### config.mk
export PLATFORM = sky130hd
export DESIGN_NAME = status_reg
export DESIGN_NICKNAME = d
export VERILOG_FILES = /design/src/rtl/status_pkg.sv /design/src/rtl/status_flag_unit.sv /design/src/rtl/status_cause_unit.sv /design/src/rtl/status_bank_unit.sv /design/src/rtl/status_reg.sv
export SDC_FILE = /design/constraint.sdc
export NUM_CORES = 1
export LEC_CHECK = 0
export ABC_AREA = 0
export BUFFER_PORTS_ARGS = -buffer_cell sky130_fd_sc_hd__buf_2
export CAP_MARGIN = 40
export CORE_AREA = 2 2 39 41
export DETAILED_ROUTE_END_ITERATION = 12
export DIE_AREA = 0 0 41 43
export RECOVER_POWER = 50
export SKIP_LAST_GASP = 1
export SYNTH_ARGS = -nofsm -noshare
export SYNTH_HDL_FRONTEND = slang
export SYNTH_HIERARCHICAL = 1
export SYNTH_SLANG_ARGS = --single-unit
### constraint.sdc
create_clock -name clk -period 1.1 [get_ports clk]
set_input_delay 0.055 -clock clk [delete_from_list [all_inputs] [get_ports clk]]
set_output_delay 0.055 -clock clk [all_outputs]
set_load 0.01 [all_outputs]
### src/rtl/status_pkg.sv
package status_pkg;

    localparam int STAT_W   = 8;
    localparam int BANK_W   = 3;
    localparam int CAUSE_W  = 2;
    localparam int FLAG_W   = 3;
    localparam int BANK_LSB = STAT_W - BANK_W;
    localparam int CAUSE_LSB = FLAG_W;

    typedef struct packed {
        logic zf;
        logic dcf;
        logic cf;
    } flags_t;

    typedef struct packed {
        logic [BANK_W-1:0] bank;
        logic              tmo;
        logic              pwd;
        flags_t            flags;
    } status_t;

    typedef enum logic [1:0] {
        SRC_HOLD = 2'd0,
        SRC_DATA = 2'd1,
        SRC_ALU  = 2'd2
    } flag_src_e;

    localparam status_t STAT_RST = '{bank: '0, tmo: 1'b1, pwd: 1'b1, flags: '0};

    function automatic flag_src_e pick_src(input logic aff_bit,
                                           input logic wr,
                                           input logic any_aff);
        if (aff_bit)
            return SRC_ALU;
        else if (wr && !any_aff)
            return SRC_DATA;
        else
            return SRC_HOLD;
    endfunction

    function automatic logic cause_next(input logic cur,
                                        input logic set_s,
                                        input logic clr_s);
        if (set_s)
            return 1'b1;
        else if (clr_s)
            return 1'b0;
        else
            return cur;
    endfunction

endpackage

### src/rtl/status_flag_unit.sv
module status_flag_unit
    import status_pkg::*;
#(
    parameter int W = FLAG_W
) (
    input  logic         clk,
    input  logic         rst,
    input  logic         wr_en,
    input  logic [W-1:0] wr_bits,
    input  logic [W-1:0] aff,
    input  logic [W-1:0] alu,
    output logic [W-1:0] flag_q
);

    logic any_aff;
    assign any_aff = |aff;

    for (genvar i = 0; i < W; i++) begin : g_flag
        flag_src_e src;
        logic      bit_q;

        always_comb src = pick_src(aff[i], wr_en, any_aff);

        always_ff @(posedge clk) begin
            if (rst) begin
                bit_q <= 1'b0;
            end else begin
                case (src)
                    SRC_ALU:  bit_q <= alu[i];
                    SRC_DATA: bit_q <= wr_bits[i];
                    default:  bit_q <= bit_q;
                endcase
            end
        end

        assign flag_q[i] = bit_q;
    end

endmodule

### src/rtl/status_cause_unit.sv
module status_cause_unit
    import status_pkg::*;
#(
    parameter int N = CAUSE_W,
    parameter logic [N-1:0] RST_VAL = '1
) (
    input  logic         clk,
    input  logic         rst,
    input  logic [N-1:0] set_s,
    input  logic [N-1:0] clr_s,
    output logic [N-1:0] cause_q
);

    for (genvar i = 0; i < N; i++) begin : g_cause
        logic bit_q;

        always_ff @(posedge clk) begin
            if (rst)
                bit_q <= RST_VAL[i];
            else
                bit_q <= cause_next(bit_q, set_s[i], clr_s[i]);
        end

        assign cause_q[i] = bit_q;
    end

endmodule

### src/rtl/status_bank_unit.sv
module status_bank_unit
    import status_pkg::*;
#(
    parameter int W = BANK_W,
    parameter logic [W-1:0] RST_VAL = '0
) (
    input  logic         clk,
    input  logic         rst,
    input  logic         wr_en,
    input  logic [W-1:0] wr_bits,
    output logic [W-1:0] bank_q
);

    always_ff @(posedge clk) begin
        if (rst)
            bank_q <= RST_VAL;
        else if (wr_en)
            bank_q <= wr_bits;
    end

endmodule

### src/rtl/status_reg.sv
module status_reg
    import status_pkg::*;
#(
    parameter logic [BANK_W-1:0] BANK_RST = STAT_RST.bank
) (
    input  logic              clk,
    input  logic              rst,
    input  logic              wr_en,
    input  logic [STAT_W-1:0] wr_data,
    input  logic [FLAG_W-1:0] flag_aff,
    input  logic [FLAG_W-1:0] alu_flags,
    input  logic              tmo_set,
    input  logic              tmo_clr,
    input  logic              pwd_set,
    input  logic              pwd_clr,
    output logic [STAT_W-1:0] status_q,
    output logic [BANK_W-1:0] bank_sel
);

    status_t            wd;
    status_t            cur;
    logic [BANK_W-1:0]  bank_q;
    logic [CAUSE_W-1:0] cause_q;
    logic [FLAG_W-1:0]  flag_q;

    assign wd = status_t'(wr_data);

    status_bank_unit #(
        .W       (BANK_W),
        .RST_VAL (BANK_RST)
    ) u_bank (
        .clk     (clk),
        .rst     (rst),
        .wr_en   (wr_en),
        .wr_bits (wd.bank),
        .bank_q  (bank_q)
    );

    status_cause_unit #(
        .N       (CAUSE_W),
        .RST_VAL ({STAT_RST.tmo, STAT_RST.pwd})
    ) u_cause (
        .clk     (clk),
        .rst     (rst),
        .set_s   ({tmo_set, pwd_set}),
        .clr_s   ({tmo_clr, pwd_clr}),
        .cause_q (cause_q)
    );

    status_flag_unit #(
        .W (FLAG_W)
    ) u_flags (
        .clk     (clk),
        .rst     (rst),
        .wr_en   (wr_en),
        .wr_bits (wd.flags),
        .aff     (flag_aff),
        .alu     (alu_flags),
        .flag_q  (flag_q)
    );

    always_comb begin
        cur.bank  = bank_q;
        cur.tmo   = cause_q[1];
        cur.pwd   = cause_q[0];
        cur.flags = flag_q;
    end

    assign status_q = cur;
    assign bank_sel = bank_q;

endmodule

==> results.sh, run 1 <==
export IMPL_die_w_um=41
export IMPL_setup_slack_ps=224
export IMPL_grt_use_total=0.103
export IMPL_final_common_cell="buf_2"
export IMPL_wl_per_cell_um=9.55
export IMPL_relSlewSlack=0.889
export IMPL_drv_slew=0
export IMPL_endpoint_kind="register"
export IMPL_viasPerCell=4.07
export IMPL_initial_core_util=0.264
export IMPL_worstMarginPinSlew_ps=162
export IMPL_yosysSeqAreaShare=0.438
export IMPL_synth_top_cell_area_share=0.438
export IMPL_status="completed"
export IMPL_min_path_type="in -> reg"
export IMPL_fin_crit_ps=876
export IMPL_synth_top_area_cell="dfxtp_1"
export IMPL_dr_total_vias=342
export IMPL_antennaDiodeCount=0
export IMPL_place_ws_ps=-18.2
export IMPL_rsz0062_at_grt="false"
export IMPL_hpwlAfterDp_um=624
export IMPL_drtPass1Iterations=1
export IMPL_clk_pin_slew_ps=50
export IMPL_port_buffer_count=29
export IMPL_layout_common_cells="buf_2 (25), nor2_1 (8), dfxtp_1 (8)"
export IMPL_grt_pass1_wl_um=1230
export IMPL_post_cts_buffers=0
export IMPL_fin_util=0.387
export IMPL_wirelength_um=802
export IMPL_worstSetupStartpoint="flag_aff[0]"
export IMPL_synthCells=39
export IMPL_gp_congestion=0.552
export IMPL_max_freq_mhz=1140
export IMPL_die_area_um2=1760
export IMPL_coreArea_um2=1380
export IMPL_die_y_um=43
export IMPL_drv_cap=0
export IMPL_fin_nets=91
export IMPL_totalPowerFinal_mw=0.650
export IMPL_clock_skew_ps=0
export IMPL_min_from="pwd_set"
export IMPL_row_count=14
export IMPL_hold_viol=0
export IMPL_period_share=0.797
export IMPL_netlist_area_um2=365
export IMPL_drt_initial_drc_count=0
export IMPL_tns_ps=0
export IMPL_antenna_found_initial=0
export IMPL_grt_pass1_vias=310
export IMPL_numCtsBuffers=3
export IMPL_drc=0
export IMPL_cts_tree="built"
export IMPL_vdd_drop_max_uv=421
export IMPL_crit_fanout=6
export IMPL_ant_nets=0
export IMPL_grt_max_degree=9
export IMPL_cts_resized_gates=0
export IMPL_htreeDepth=1
export IMPL_area_delta_synth_final_pct=46.6
export IMPL_clk_latency_ps=240
export IMPL_setup_viol=0
export IMPL_ys_warn_count=6
export IMPL_ios=32
export IMPL_critPathLaunchType="primary input"
export IMPL_cp_arrival_ps=1030
export IMPL_power_density_nw_per_um2=1210
export IMPL_r2r_start="u_flags/g_flag[0].bit_q"
export IMPL_critical_path_class="in -> reg"
export IMPL_drive_gt1_frac=0.456
export IMPL_worst_ep_required_time_ps=1260
export IMPL_ys_types=9
export IMPL_cts_root_buf="clkbuf_4"
export IMPL_total_leakage_power_nw=0.292
export IMPL_cts_path_max_buffers=2
export IMPL_synth_fp_nets=60
export IMPL_grt_overflow=0
export IMPL_syn_avg_cell_area_um2=9.37
export IMPL_ys_ff_latch=8
export IMPL_cts_sinks=8
export IMPL_synthTopCellsByArea="dfxtp_1 (44%), mux2i_1 (16%), buf_4 (16%)"
## what timing repair did
action	in CTS	in global routing
endpoints found under the hold margin	2	0
hold buffers	3	0
setup endpoints to repair	0	0
## path summary, 6_finish.rpt
| check | to | slack (ps) | depth (start not counted) |
|---|---|---|---|
| setup reg to reg | u_flags/g_flag[0].bit_q | 400 | 2 |
| setup / recovery | u_flags/g_flag[0].bit_q | 220 | 3 |
| hold / removal | u_cause/g_cause[0].bit_q | 3 | 3 |
| hold reg to reg | u_cause/g_cause[0].bit_q | 460 | 2 |
## stage by stage
step	hold WS, ps	cell area [um2]	std cells
final	3.17	536	84
after global routing	19.0	536	84
after CTS	3.00	541	84
after detailed placement	229	488	78
after global placement	227	488	78
after floorplan	127	365	39
## flip-flops by register name, indices dropped and copies added (netlist names)
name and cells:
u_bank/bank_q 3, u_flags/g_flag.bit_q 3, u_cause/g_cause.bit_q 2
## cells in the mapped netlist
master	number
dfxtp_1	8
o21ai_1	2
nor2_1	8
a211oi_1	3
inv_1	2
or4b_1	1
buf_4	8
mux2i_1	6
buf_2	1
## logic make-up after synthesis
| group | after synthesis | synth area share |
|---|---|---|
| mux | 6 | 0.164 |
| simple gates | 9 | 0.110 |
| flops | 8 | 0.438 |
| compound gates | 5 | 0.0890 |
| buf+inv | 11 | 0.199 |
## power breakdown
part,switching [mW],total (mW),internal [mW]
combinational,0.0516,0.119,0.0671
sequential,0.00834,0.317,0.308
clock,0.0908,0.215,0.124
## critical path, stage by stage
cell	delay, ps
buf_2	100
or4b_1	630
a211oi_1	250
## per-layer routing
layer	up-vias	global-route usage	part of all wire
li1	182	-	-
met1	141	0.122	0.44
met2	19	0.153	0.44
met3	0	0.0366	0.13
met4	0	0.0600	0
met5	-	0	0
## final cells by class
type	count	area, um2
inverters	2	7.51
fillers	155	848
multi-input cells	20	133
repair buffers	35	193
well taps	16	20.0
clock buffers	3	22.5
flip-flops and latches	8	160
Power figures use the tool's default switching activity.
==> run 2, diff against run 1 <==
==> constraint.sdc (replaced) <==
create_clock -name clk -period 0.85 [get_ports clk]
set_input_delay 0.0425 -clock clk [delete_from_list [all_inputs] [get_ports clk]]
set_output_delay 0.0425 -clock clk [all_outputs]
set_load 0.01 [all_outputs]
==> run 2 against run 1 <==
  * First-iteration DRC count stayed put
  * Sequential share of layout area is 1.1 points lower
  * Worst setup slack worse by 130 ps
  * Wire length is 4.0% higher
  * Core utilization is 1.4 points higher
  * Sequential cell count stayed put
  * Global-route usage is 0.53 points higher
  * Critical path type is now reg -> out
==> results.sh, run 2 (synthesis results as in run 1) <==
export IMPL_ff2ff_setup_slack_ps=160
export IMPL_status="completed"
export IMPL_numCtsBuffers=3
export IMPL_grt_overflow=0
export IMPL_initial_core_util=0.264
export IMPL_critPathSlowestCell="dfxtp_1"
export IMPL_gp_congestion=0.543
export IMPL_power_density_nw_per_um2=1530
export IMPL_drv_slew=0
export IMPL_antenna_found_initial=0
export IMPL_final_cell_area_um2=556
export IMPL_grt_pass1_vias=320
export IMPL_hold_viol=0
export IMPL_r2r_end="u_flags/g_flag[0].bit_q"
export IMPL_antennaDiodeCount=0
export IMPL_stdcell_count=86
export IMPL_cts_tree="built"
export IMPL_max_freq_mhz=1320
export IMPL_post_cts_buffers=0
export IMPL_r2r_start="u_flags/g_flag[0].bit_q"
export IMPL_relSlewSlack=0.903
export IMPL_cp_num_buf_inv=1
export IMPL_wirelength_um=834
export IMPL_die_y_um=43
export IMPL_whs_path_depth=3
export IMPL_final_common_cell="buf_2"
export IMPL_top_regs="u_bank/bank_q (3), u_flags/g_flag.bit_q (3), u_cause/g_cause.bit_q (2)"
export IMPL_die_w_um=41
export IMPL_drive_gt1_frac=0.457
export IMPL_critical_path_class="reg -> out"
export IMPL_worst_ep_required_time_ps=810
export IMPL_cts_resized_gates=0
export IMPL_viasPerCell=4.16
export IMPL_setup_viol=0
export IMPL_die_area_um2=1760
export IMPL_wl_per_cell_um=9.70
export IMPL_combPwrFrac=0.190
export IMPL_worstMarginPinSlew_ps=141
export IMPL_port_buffer_count=29
export IMPL_postCtsHoldBufs=4
export IMPL_placed_cell_area_um2=499
export IMPL_htreeDepth=1
export IMPL_cts_root_buf="clkbuf_4"
export IMPL_clkPwrFrac=0.328
export IMPL_crit_chain="clkbuf_1"
export IMPL_cts_path_max_buffers=2
export IMPL_drv_cap=0
export IMPL_fin_nets=93
export IMPL_rsz0062_at_grt="false"
export IMPL_drc=0
export IMPL_fin_crit_ps=759
export IMPL_netSwitchingFraction=0.233
export IMPL_place_ws_ps=-184
export IMPL_cp_arrival_ps=720
export IMPL_p_switching_mw=0.198
export IMPL_layout_common_cells="buf_2 (24), nor2_1 (8), dfxtp_1 (8)"
export IMPL_clock_skew_ps=0
export IMPL_ant_nets=0
export IMPL_min_path_type="in -> reg"
export IMPL_p_int_mw=0.653
export IMPL_tns_ps=0
export IMPL_place_inst=79
export IMPL_hpwlAfterDp_um=630
export IMPL_ios=32
export IMPL_setup_slack_ps=90.6
export IMPL_coreArea_um2=1380
export IMPL_pwr_share_seq=0.482
export IMPL_row_count=14
export IMPL_area_delta_synth_final_pct=52.1
export IMPL_grt_max_degree=9
export IMPL_crit_fanout=2
export IMPL_drtPass1Iterations=1
export IMPL_endpoint_kind="primary output"
export IMPL_total_leakage_power_nw=0.300
export IMPL_period_share=0.893
export IMPL_clk_pin_slew_ps=60
export IMPL_cp_top_family="flip-flops"
export IMPL_cts_sinks=8
export IMPL_ff2ff_path_depth=2
export IMPL_dr_total_vias=358
export IMPL_whs_endpoint="u_bank/bank_q[2]"
export IMPL_clk_latency_ps=240
export IMPL_slowest_delay_ps=320
export IMPL_vdd_drop_max_uv=695
export IMPL_min_from="wr_data[7]"
export IMPL_critPathLaunchType="register"
export IMPL_grt_pass1_wl_um=1260
export IMPL_grt_use_total=0.109
export IMPL_drt_initial_drc_count=0
export IMPL_totalPowerFinal_mw=0.851
## run 2: metal layers
| metal | up-vias | track usage | routed length (um) |
|---|---|---|---|
| met4 | 0 | 0.0600 | 0 |
| met3 | 0 | 0.0471 | 94 |
| met2 | 18 | 0.163 | 385 |
| li1 | 188 | - | - |
| met5 | - | 0 | 0 |
| met1 | 152 | 0.123 | 354 |
## run 2: how the worst max path moves through the flow
stage,from,endpoint,cells after the start
floorplan,flag_aff[0],u_flags/g_flag[0].bit_q,3
global placement,flag_aff[0],u_flags/g_flag[2].bit_q,3
detailed placement,flag_aff[0],u_flags/g_flag[0].bit_q,4
CTS,u_bank/bank_q[2],status_q[7],1
global route,u_flags/g_flag[0].bit_q,status_q[0],1
finish,u_flags/g_flag[0].bit_q,status_q[0],1
## run 2: power groups by stage
stage | Clock, mW | Combinational, mW | Sequential, mW
2_1_floorplan | 0 | 0.0835 | 0.422
3_3_place_gp | 0 | 0.152 | 0.417
3_5_place_dp | 0 | 0.153 | 0.418
4_1_cts | 0.294 | 0.169 | 0.410
5_1_grt | 0.313 | 0.179 | 0.412
6_report | 0.280 | 0.161 | 0.410
## run 2: stage by stage
step | hold WS, ps | util
3_3_place_gp | 215 | 0.361
5_1_grt | 43.0 | 0.401
3_5_place_dp | 217 | 0.361
2_1_floorplan | 115 | -
6_report | 35.3 | 0.401
4_1_cts | 33.3 | 0.406
## run 2: area by class of cell
| class | count | area (um2) |
|---|---|---|
| multi-input cells | 20 | 136 |
| fillers | 151 | 828 |
| clock buffers | 3 | 22.5 |
| flip-flops and latches | 8 | 160 |
| inverters | 2 | 7.51 |
| well taps | 16 | 20.0 |
| repair buffers | 37 | 209 |
